--- src/rtl/rinit_pkg.sv ---
package rinit_pkg;
  localparam logic [7:0] OPC_RD = 8'd1;
  localparam logic [7:0] OPC_WR = 8'd2;
  localparam logic [7:0] OPC_IW = 8'd3;
  localparam logic [7:0] OPC_SW = 8'd4;
  localparam logic [7:0] OPC_SI = 8'd5;
  localparam logic [7:0] OPC_ZR = 8'd6;
  localparam logic [7:0] OPC_ZP = 8'd7;
  localparam logic [7:0] OPC_WB = 8'd8;

  typedef enum logic [3:0] {
    S_IDLE, S_FETCH0, S_FETCH1, S_DECODE, S_LOAD, S_WAITD, S_BEAT, S_NEXT, S_FIN
  } seq_state_t;

  typedef enum logic [2:0] {
    K_SKIP, K_READ, K_WRITE, K_COPY, K_FILL
  } cmd_kind_t;
endpackage

--- src/rtl/rinit_decode.sv ---
module rinit_decode
  import rinit_pkg::*;
#(
  parameter int STAGE_WORDS = 16,
  parameter int LENW        = 16
) (
  input  logic [7:0]      op_i,
  input  logic [31:0]     pay_i,
  output cmd_kind_t       kind_o,
  output logic            ind_o,
  output logic            chunked_o,
  output logic            bad_o,
  output logic [LENW-1:0] len_o,
  output logic [15:0]     src_o
);
  localparam logic [31:0] STAGE_LIM = 32'(STAGE_WORDS);

  always_comb begin
    kind_o    = K_SKIP;
    ind_o     = 1'b0;
    chunked_o = 1'b0;
    bad_o     = 1'b0;
    len_o     = LENW'(1);
    src_o     = pay_i[15:0];
    case (op_i)
      OPC_RD: kind_o = K_READ;
      OPC_WR: kind_o = K_WRITE;
      OPC_IW: begin
        kind_o = K_WRITE;
        ind_o  = 1'b1;
      end
      OPC_SW, OPC_SI: begin
        ind_o  = (op_i == OPC_SI);
        len_o  = LENW'(pay_i[31:16]);
        kind_o = (pay_i[31:16] == 16'd0) ? K_SKIP : K_COPY;
      end
      OPC_ZR: begin
        if (pay_i > STAGE_LIM) begin
          bad_o = 1'b1;
        end else begin
          chunked_o = 1'b1;
          len_o     = LENW'(pay_i);
          kind_o    = (pay_i == 32'd0) ? K_SKIP : K_FILL;
        end
      end
      OPC_WB: begin
        if (32'(pay_i[31:16]) > STAGE_LIM) begin
          bad_o = 1'b1;
        end else begin
          chunked_o = 1'b1;
          len_o     = LENW'(pay_i[31:16]);
          kind_o    = (pay_i[31:16] == 16'd0) ? K_SKIP : K_COPY;
        end
      end
      default: bad_o = 1'b1;
    endcase
  end
endmodule

--- src/rtl/rinit_beat.sv ---
module rinit_beat #(
  parameter int LENW      = 16,
  parameter int MAX_CHUNK = 4
) (
  input  logic            clk,
  input  logic            rst_n,
  input  logic            load_i,
  input  logic [LENW-1:0] len_i,
  input  logic            step_i,
  output logic [LENW-1:0] beat_o,
  output logic            final_o,
  output logic            chunk_end_o
);
  localparam int CW = $clog2(MAX_CHUNK + 1);
  localparam logic [CW-1:0] POS_TOP = CW'(MAX_CHUNK - 1);

  logic [LENW-1:0] len_q;
  logic [CW-1:0]   pos_q;

  always_ff @(posedge clk or negedge rst_n) begin
    if (!rst_n) begin
      beat_o <= '0;
      len_q  <= '0;
      pos_q  <= '0;
    end else if (load_i) begin
      beat_o <= '0;
      len_q  <= len_i;
      pos_q  <= '0;
    end else if (step_i) begin
      beat_o <= beat_o + 1'b1;
      pos_q  <= (pos_q == POS_TOP) ? '0 : pos_q + 1'b1;
    end
  end

  assign final_o     = (beat_o == len_q - 1'b1);
  assign chunk_end_o = (pos_q == POS_TOP) || final_o;
endmodule

--- src/rtl/rinit_sequencer.sv ---
module rinit_sequencer
  import rinit_pkg::*;
#(
  parameter int IDXW        = 6,
  parameter int DAW         = 8,
  parameter int MAX_CHUNK   = 4,
  parameter int STAGE_BYTES = 64
) (
  input  logic            clk,
  input  logic            rst_n,
  input  logic            start_i,
  input  logic [IDXW-1:0] first_idx_i,
  input  logic [IDXW-1:0] end_idx_i,
  output logic            busy_o,
  output logic            done_o,
  output logic            err_o,
  output logic            cmd_rd_o,
  output logic [IDXW:0]   cmd_addr_o,
  input  logic [31:0]     cmd_data_i,
  output logic            dat_rd_o,
  output logic [DAW-1:0]  dat_addr_o,
  input  logic [31:0]     dat_data_i,
  output logic            bus_valid_o,
  input  logic            bus_ready_i,
  output logic            bus_we_o,
  output logic            bus_ind_o,
  output logic            bus_last_o,
  output logic [23:0]     bus_addr_o,
  output logic [31:0]     bus_wdata_o
);
  localparam int STAGE_WORDS = STAGE_BYTES / 4;
  localparam int LENW        = 16;

  seq_state_t      state_q;
  logic [IDXW-1:0] idx_q, end_q;
  logic [31:0]     w0_q, wdata_q;
  cmd_kind_t       kind_q;
  logic            ind_q, chunked_q;
  logic [15:0]     src_q;

  cmd_kind_t       dk;
  logic            d_ind, d_chunk, d_bad;
  logic [LENW-1:0] d_len;
  logic [15:0]     d_src;

  logic [LENW-1:0] beat;
  logic            final_beat, chunk_end, accept;

  rinit_decode #(.STAGE_WORDS(STAGE_WORDS), .LENW(LENW)) u_dec (
    .op_i(w0_q[31:24]), .pay_i(cmd_data_i), .kind_o(dk), .ind_o(d_ind),
    .chunked_o(d_chunk), .bad_o(d_bad), .len_o(d_len), .src_o(d_src)
  );

  assign accept = (state_q == S_BEAT) && bus_ready_i;

  rinit_beat #(.LENW(LENW), .MAX_CHUNK(MAX_CHUNK)) u_beat (
    .clk(clk), .rst_n(rst_n), .load_i(state_q == S_DECODE), .len_i(d_len),
    .step_i(accept), .beat_o(beat), .final_o(final_beat), .chunk_end_o(chunk_end)
  );

  always_ff @(posedge clk or negedge rst_n) begin
    if (!rst_n) begin
      state_q   <= S_IDLE;
      idx_q     <= '0;
      end_q     <= '0;
      w0_q      <= '0;
      wdata_q   <= '0;
      kind_q    <= K_SKIP;
      ind_q     <= 1'b0;
      chunked_q <= 1'b0;
      src_q     <= '0;
      err_o     <= 1'b0;
    end else begin
      case (state_q)
        S_IDLE: if (start_i) begin
          idx_q   <= first_idx_i;
          end_q   <= end_idx_i;
          err_o   <= 1'b0;
          state_q <= (first_idx_i < end_idx_i) ? S_FETCH0 : S_FIN;
        end
        S_FETCH0: state_q <= S_FETCH1;
        S_FETCH1: begin
          w0_q    <= cmd_data_i;
          state_q <= S_DECODE;
        end
        S_DECODE: begin
          kind_q    <= dk;
          ind_q     <= d_ind;
          chunked_q <= d_chunk;
          src_q     <= d_src;
          wdata_q   <= (dk == K_WRITE) ? cmd_data_i : 32'd0;
          if (d_bad) err_o <= 1'b1;
          case (dk)
            K_SKIP:  state_q <= S_NEXT;
            K_COPY:  state_q <= S_LOAD;
            default: state_q <= S_BEAT;
          endcase
        end
        S_LOAD:  state_q <= S_WAITD;
        S_WAITD: begin
          wdata_q <= dat_data_i;
          state_q <= S_BEAT;
        end
        S_BEAT: if (bus_ready_i) begin
          if (final_beat)              state_q <= S_NEXT;
          else if (kind_q == K_COPY)   state_q <= S_LOAD;
        end
        S_NEXT: begin
          if ((IDXW+1)'(idx_q) + 1'b1 == (IDXW+1)'(end_q)) begin
            state_q <= S_FIN;
          end else begin
            idx_q   <= idx_q + 1'b1;
            state_q <= S_FETCH0;
          end
        end
        default: state_q <= S_IDLE;
      endcase
    end
  end

  assign busy_o      = (state_q != S_IDLE);
  assign done_o      = (state_q == S_FIN);
  assign cmd_rd_o    = (state_q == S_FETCH0) || (state_q == S_FETCH1);
  assign cmd_addr_o  = {idx_q, state_q == S_FETCH1};
  assign dat_rd_o    = (state_q == S_LOAD);
  assign dat_addr_o  = DAW'(src_q + beat);
  assign bus_valid_o = (state_q == S_BEAT);
  assign bus_we_o    = (kind_q != K_READ);
  assign bus_ind_o   = ind_q;
  assign bus_last_o  = chunked_q ? chunk_end : final_beat;
  assign bus_addr_o  = w0_q[23:0] + 24'({beat, 2'b00});
  assign bus_wdata_o = wdata_q;
endmodule

--- config.mk ---
export PLATFORM = sky130hd
export DESIGN_NAME = rinit_sequencer
export DESIGN_NICKNAME = d
export VERILOG_FILES = /design/src/rtl/rinit_pkg.sv /design/src/rtl/rinit_decode.sv /design/src/rtl/rinit_beat.sv /design/src/rtl/rinit_sequencer.sv
export SDC_FILE = /design/constraint.sdc
export NUM_CORES = 1
export LEC_CHECK = 0
export BUFFER_PORTS_ARGS = -buffer_cell sky130_fd_sc_hd__buf_4
export CORE_MARGIN = 2
export CORE_UTILIZATION = 48
export CTS_CLUSTER_SIZE = 14
export DETAILED_ROUTE_END_ITERATION = 16
export GPL_TIMING_DRIVEN = 0
export PLACE_DENSITY = 0.7
export REMOVE_ABC_BUFFERS = 1
export SLEW_MARGIN = 20
export SYNTH_ARGS = -nofsm -noshare
export SYNTH_HDL_FRONTEND = slang
export SYNTH_SLANG_ARGS = --single-unit
export TNS_END_PERCENT = 100
--- constraint.sdc ---
create_clock -name clk -period 3.33 [get_ports clk]
set_input_delay 0.4995 -clock clk [delete_from_list [all_inputs] [get_ports clk]]
set_output_delay 0.4995 -clock clk [all_outputs]
set_load 0.02 [all_outputs]
==> impl_metrics.ini <==
[power]
clock_power_share = 0.221
internal_power_mw = 5.633
highest_ir_drop_seen_on_vdd_uv = 496.6
power_frac_seq = 0.282
switching_power_mw = 3.700
cellLeakagePower_nw = 4.875
power_density_nw_per_um2 = 931.3
share_comb_of_total_power = 0.497
switching_share = 0.3964

[routing]
drt_pass1_iterations = 8
post_dr_vias_cell = 5.683
ant_nets = 0
detailroute.wirelength.met2_um = 9882
met1Wirelength_um = 9186
routed_wire_length_per_instance_um = 17.73
routed-wl-met3_um = 1159
highest-signal-layer = met4
drt_first_iter_violations = 676
via_count = 6592
finalWirelength_um = 20560
drt_drc_violations_left = 0

[timing]
finalHoldViolCount = 0
timing.final.max_slew_violations = 0
post-route-period-util = 1.014
finClkSkew_ns = 0.007007
post-route-min-period_ns = 3.377
totalNegativeSetupSlack_ns = -0.1079
finalSetupViolCount = 3
post-route-worst-setup-slack_ns = -0.04662
worst_pin_slew_ns = 0.7916
achievable-frequency_mhz = 296.2
relSlewSlack = 0.4694
rsz0062_at_grt = yes

[clock_network]
cts-htree-levels = 4
cts_made_buffers = 17
cts_sinks = 129
number_of_buffers_between_clock_root_and_the_deepest_sink = 2
clk-insertion-delay-late_ns = 0.43
cts.reportedPaths.clkPinSlew_ns = 0.06
cts_tree = yes
cts.root.buffer_cell = clkbuf_16
cts_hold_repair.buffers = 0

[floorplanning]
initial_utilization = 0.4943
core-area_um2 = 15260
die_width_um = 129.4
die_area_um2 = 16730
top_level_ports = 160
die-height_um = 129.4
row_count = 45

[flow_run]
cap_viol_max_count = 0

[finish]
area.growth.synth_to_final_pct = 32.86
finalNetCount = 1050
post_layout_nonfiller_instances = 1160
antenna-diode-count = 0
layout-drive-gt1-share = 0.3298

[synth]
post_synth_main_area_contributors = dfrtp_1 43%, ha_1 5.3%, xnor2_1 5.1%
synth_cell_types = 73
synth_largest_type_area_fraction = 0.4280
post_synth.cell_area_avg_um2 = 9.833
synth_enable_flop_cells = 0
yosysSeqAreaShare = 0.4280
ys_dominant_reg_cell = dfrtp_1
async_flop_share = 1.000
yosys_register_bits = 129
synth_area_leader_cell = dfrtp_1
syn-instance-count = 767
yosys_warnings = 0
post_synth_instance_area_um2 = 7542

[placed_design]
port-buffer-count = 159
post_place_setup_slack_ns = -0.4485
placedCellCount = 1107
detailedPlacementHpwl_um = 14310
gp_congestion = 0.8539

[worst_setup_path]
r2r_end = u_beat.len_q[8]
critical_path_peak_fanout = 3
reg2reg_from = state_q[0]
timing.critical_path.from_type = flop
timing_worst_setup_path_type = reg2out
critPathArrivalTime_ns = 2.88
worstSetupEndpointType = primary output
r2r.worst_path.cells = 5
critical_path_required_ns = 2.83
timing.reg2reg.setup_slack_ns = 0.48

[outcome]
failing_checks = negative setup slack
result_of_the_run = complete, but fails checks

[grt]
groute.usage.overall = 0.2494
largest_net_degree_at_the_start_of_global_routing = 68
number_of_antenna_violations_at_the_first_check_in_global_routing = 0
grt_pass1_wl_um = 32420
grt_pass1_vias = 6277
grt-ovfl-total = 0

[min_path]
hold_path.class = in2async
flip-flops by register name (all words and copies together), names as in the netlist:
name           count
bus_ind_o          1
bus_wdata_o       32
chunked_q          1
end_q              6
err_o              1
idx_q              6
kind_q             3
src_q              8
state_q            4
u_beat.beat_o     16
u_beat.len_q      16
u_beat.pos_q       3
w0_q              32
kinds of logic after synthesis:
kind of cell,after synthesis,synth area share
simple gates,232,0.1586
compound gates,175,0.1715
flops,129,0.4280
mux,33,0.04927
fa+ha+maj,34,0.05839
buf+inv,96,0.05325
xor+xnor,68,0.08095
what timing repair did:
| action | 4_1_cts | 5_1_grt |
|---|---|---|
| hold endpoints to repair | 0 | 0 |
| endpoints found under the setup margin | 10 | 10 |
| gates resized for setup | 35 | 19 |
| pin swaps | 17 | 10 |
| setup buffers | 16 | 5 |
stage by stage:
step           total power, mW    util  hold slack [ns]  area (um2)
6_report                 9.333  0.6567         0.008561       10020
5_1_grt                  9.902  0.6567          0.03679       10020
4_1_cts                  9.240  0.6476          0.01614        9881
3_5_place_dp             6.958  0.5900           0.4586        9002
3_3_place_gp             6.754  0.5775           0.4514        8812
2_1_floorplan            5.275       -           0.2039        7355
power groups by stage:
| stage | Clock [mW] | Combinational, mW | Sequential (mW) |
|---|---|---|---|
| 6_report | 2.06 | 4.64 | 2.63 |
| 3_3_place_gp | 0 | 4.14 | 2.61 |
| 2_1_floorplan | 0 | 2.49 | 2.78 |
| 3_5_place_dp | 0 | 4.33 | 2.63 |
| 5_1_grt | 2.16 | 5.03 | 2.71 |
| 4_1_cts | 2.09 | 4.53 | 2.62 |
worst max path at each step:
stage                                 from         endpoint  slack, ns  cells after the start
final                     u_beat.beat_o[0]   bus_addr_o[18]      -0.05                     11
after CTS                  u_beat.len_q[0]       bus_last_o      -0.03                      9
after floorplan                 state_q[0]          w0_q[0]      -0.52                      3
after detailed placement  u_beat.beat_o[0]   bus_addr_o[22]      -0.45                     11
after global routing               w0_q[2]   bus_addr_o[22]      -0.16                     11
after global placement          state_q[0]  bus_wdata_o[21]      -3.30                      5
cell usage after synthesis (all sizes together), types with 2 or more instances:
| cell type | n |
|---|---|
| buf | 9 |
| nor4 | 16 |
| fa | 2 |
| nand2b | 8 |
| a222oi | 32 |
| a22o | 13 |
| nand2 | 76 |
| nor3 | 12 |
| o21bai | 3 |
| o31a | 2 |
| nor3b | 2 |
| o21ai | 39 |
| a21oi | 24 |
| nor2b | 8 |
| nand3 | 16 |
| or3 | 6 |
| dfrtp | 129 |
| o31ai | 4 |
| nor2 | 44 |
| and3 | 13 |
| or2 | 4 |
| o2111ai | 2 |
| a21o | 9 |
| a21boi | 3 |
| xnor2 | 44 |
| and4 | 2 |
| clkbuf | 30 |
| o211ai | 4 |
| xor2 | 23 |
| nand4 | 8 |
| a22oi | 9 |
| nand3b | 3 |
| inv | 57 |
| a31oi | 7 |
| a211oi | 2 |
| o22ai | 2 |
| o21a | 2 |
| and2 | 2 |
| a221oi | 3 |
| mux2 | 33 |
| or4 | 7 |
| ha | 32 |
| o41ai | 3 |
worst max-delay path: stages (launching register included):
cell,delay (ns)
dfrtp_2,0.43
ha_4,0.17
inv_2,0.05
fa_2,0.20
nor2b_2,0.05
o31a_1,0.34
o21ai_4,0.23
o311ai_4,0.12
a311o_1,0.42
buf_4,0.16
xor2_2,0.14
buf_6,0.14
cells in the final DEF, fill, tap and decap left out, types with 9 or more instances in the layout:
master	instances
a21oi_1	23
a222oi_1	32
a22o_1	13
a22oi_1	9
and3_1	13
buf_4	181
clkbuf_16	17
dfrtp_1	121
ha_1	28
inv_1	53
mux2_2	33
nand2_1	76
nand3_1	15
nor2_1	41
nor3_1	9
nor4_1	13
o21ai_0	33
xnor2_1	43
xor2_1	22
final cells by class:
class | count | area, um2
clock buffers | 19 | 442.9
clock inverters | 13 | 209.0
fillers | 1213 | 5238
inverters | 57 | 214.0
multi-input cells | 542 | 4143
flip-flops and latches | 129 | 3238
well taps | 211 | 264.0
repair buffers | 189 | 1510
per-layer routing:
layer  up-vias  global-route usage
li1       3147                   -
met1      3218              0.3398
met2       203              0.3938
met3        24             0.06028
met4         0             0.08120
met5         -                   0
(Power assumes the default switching activity.)
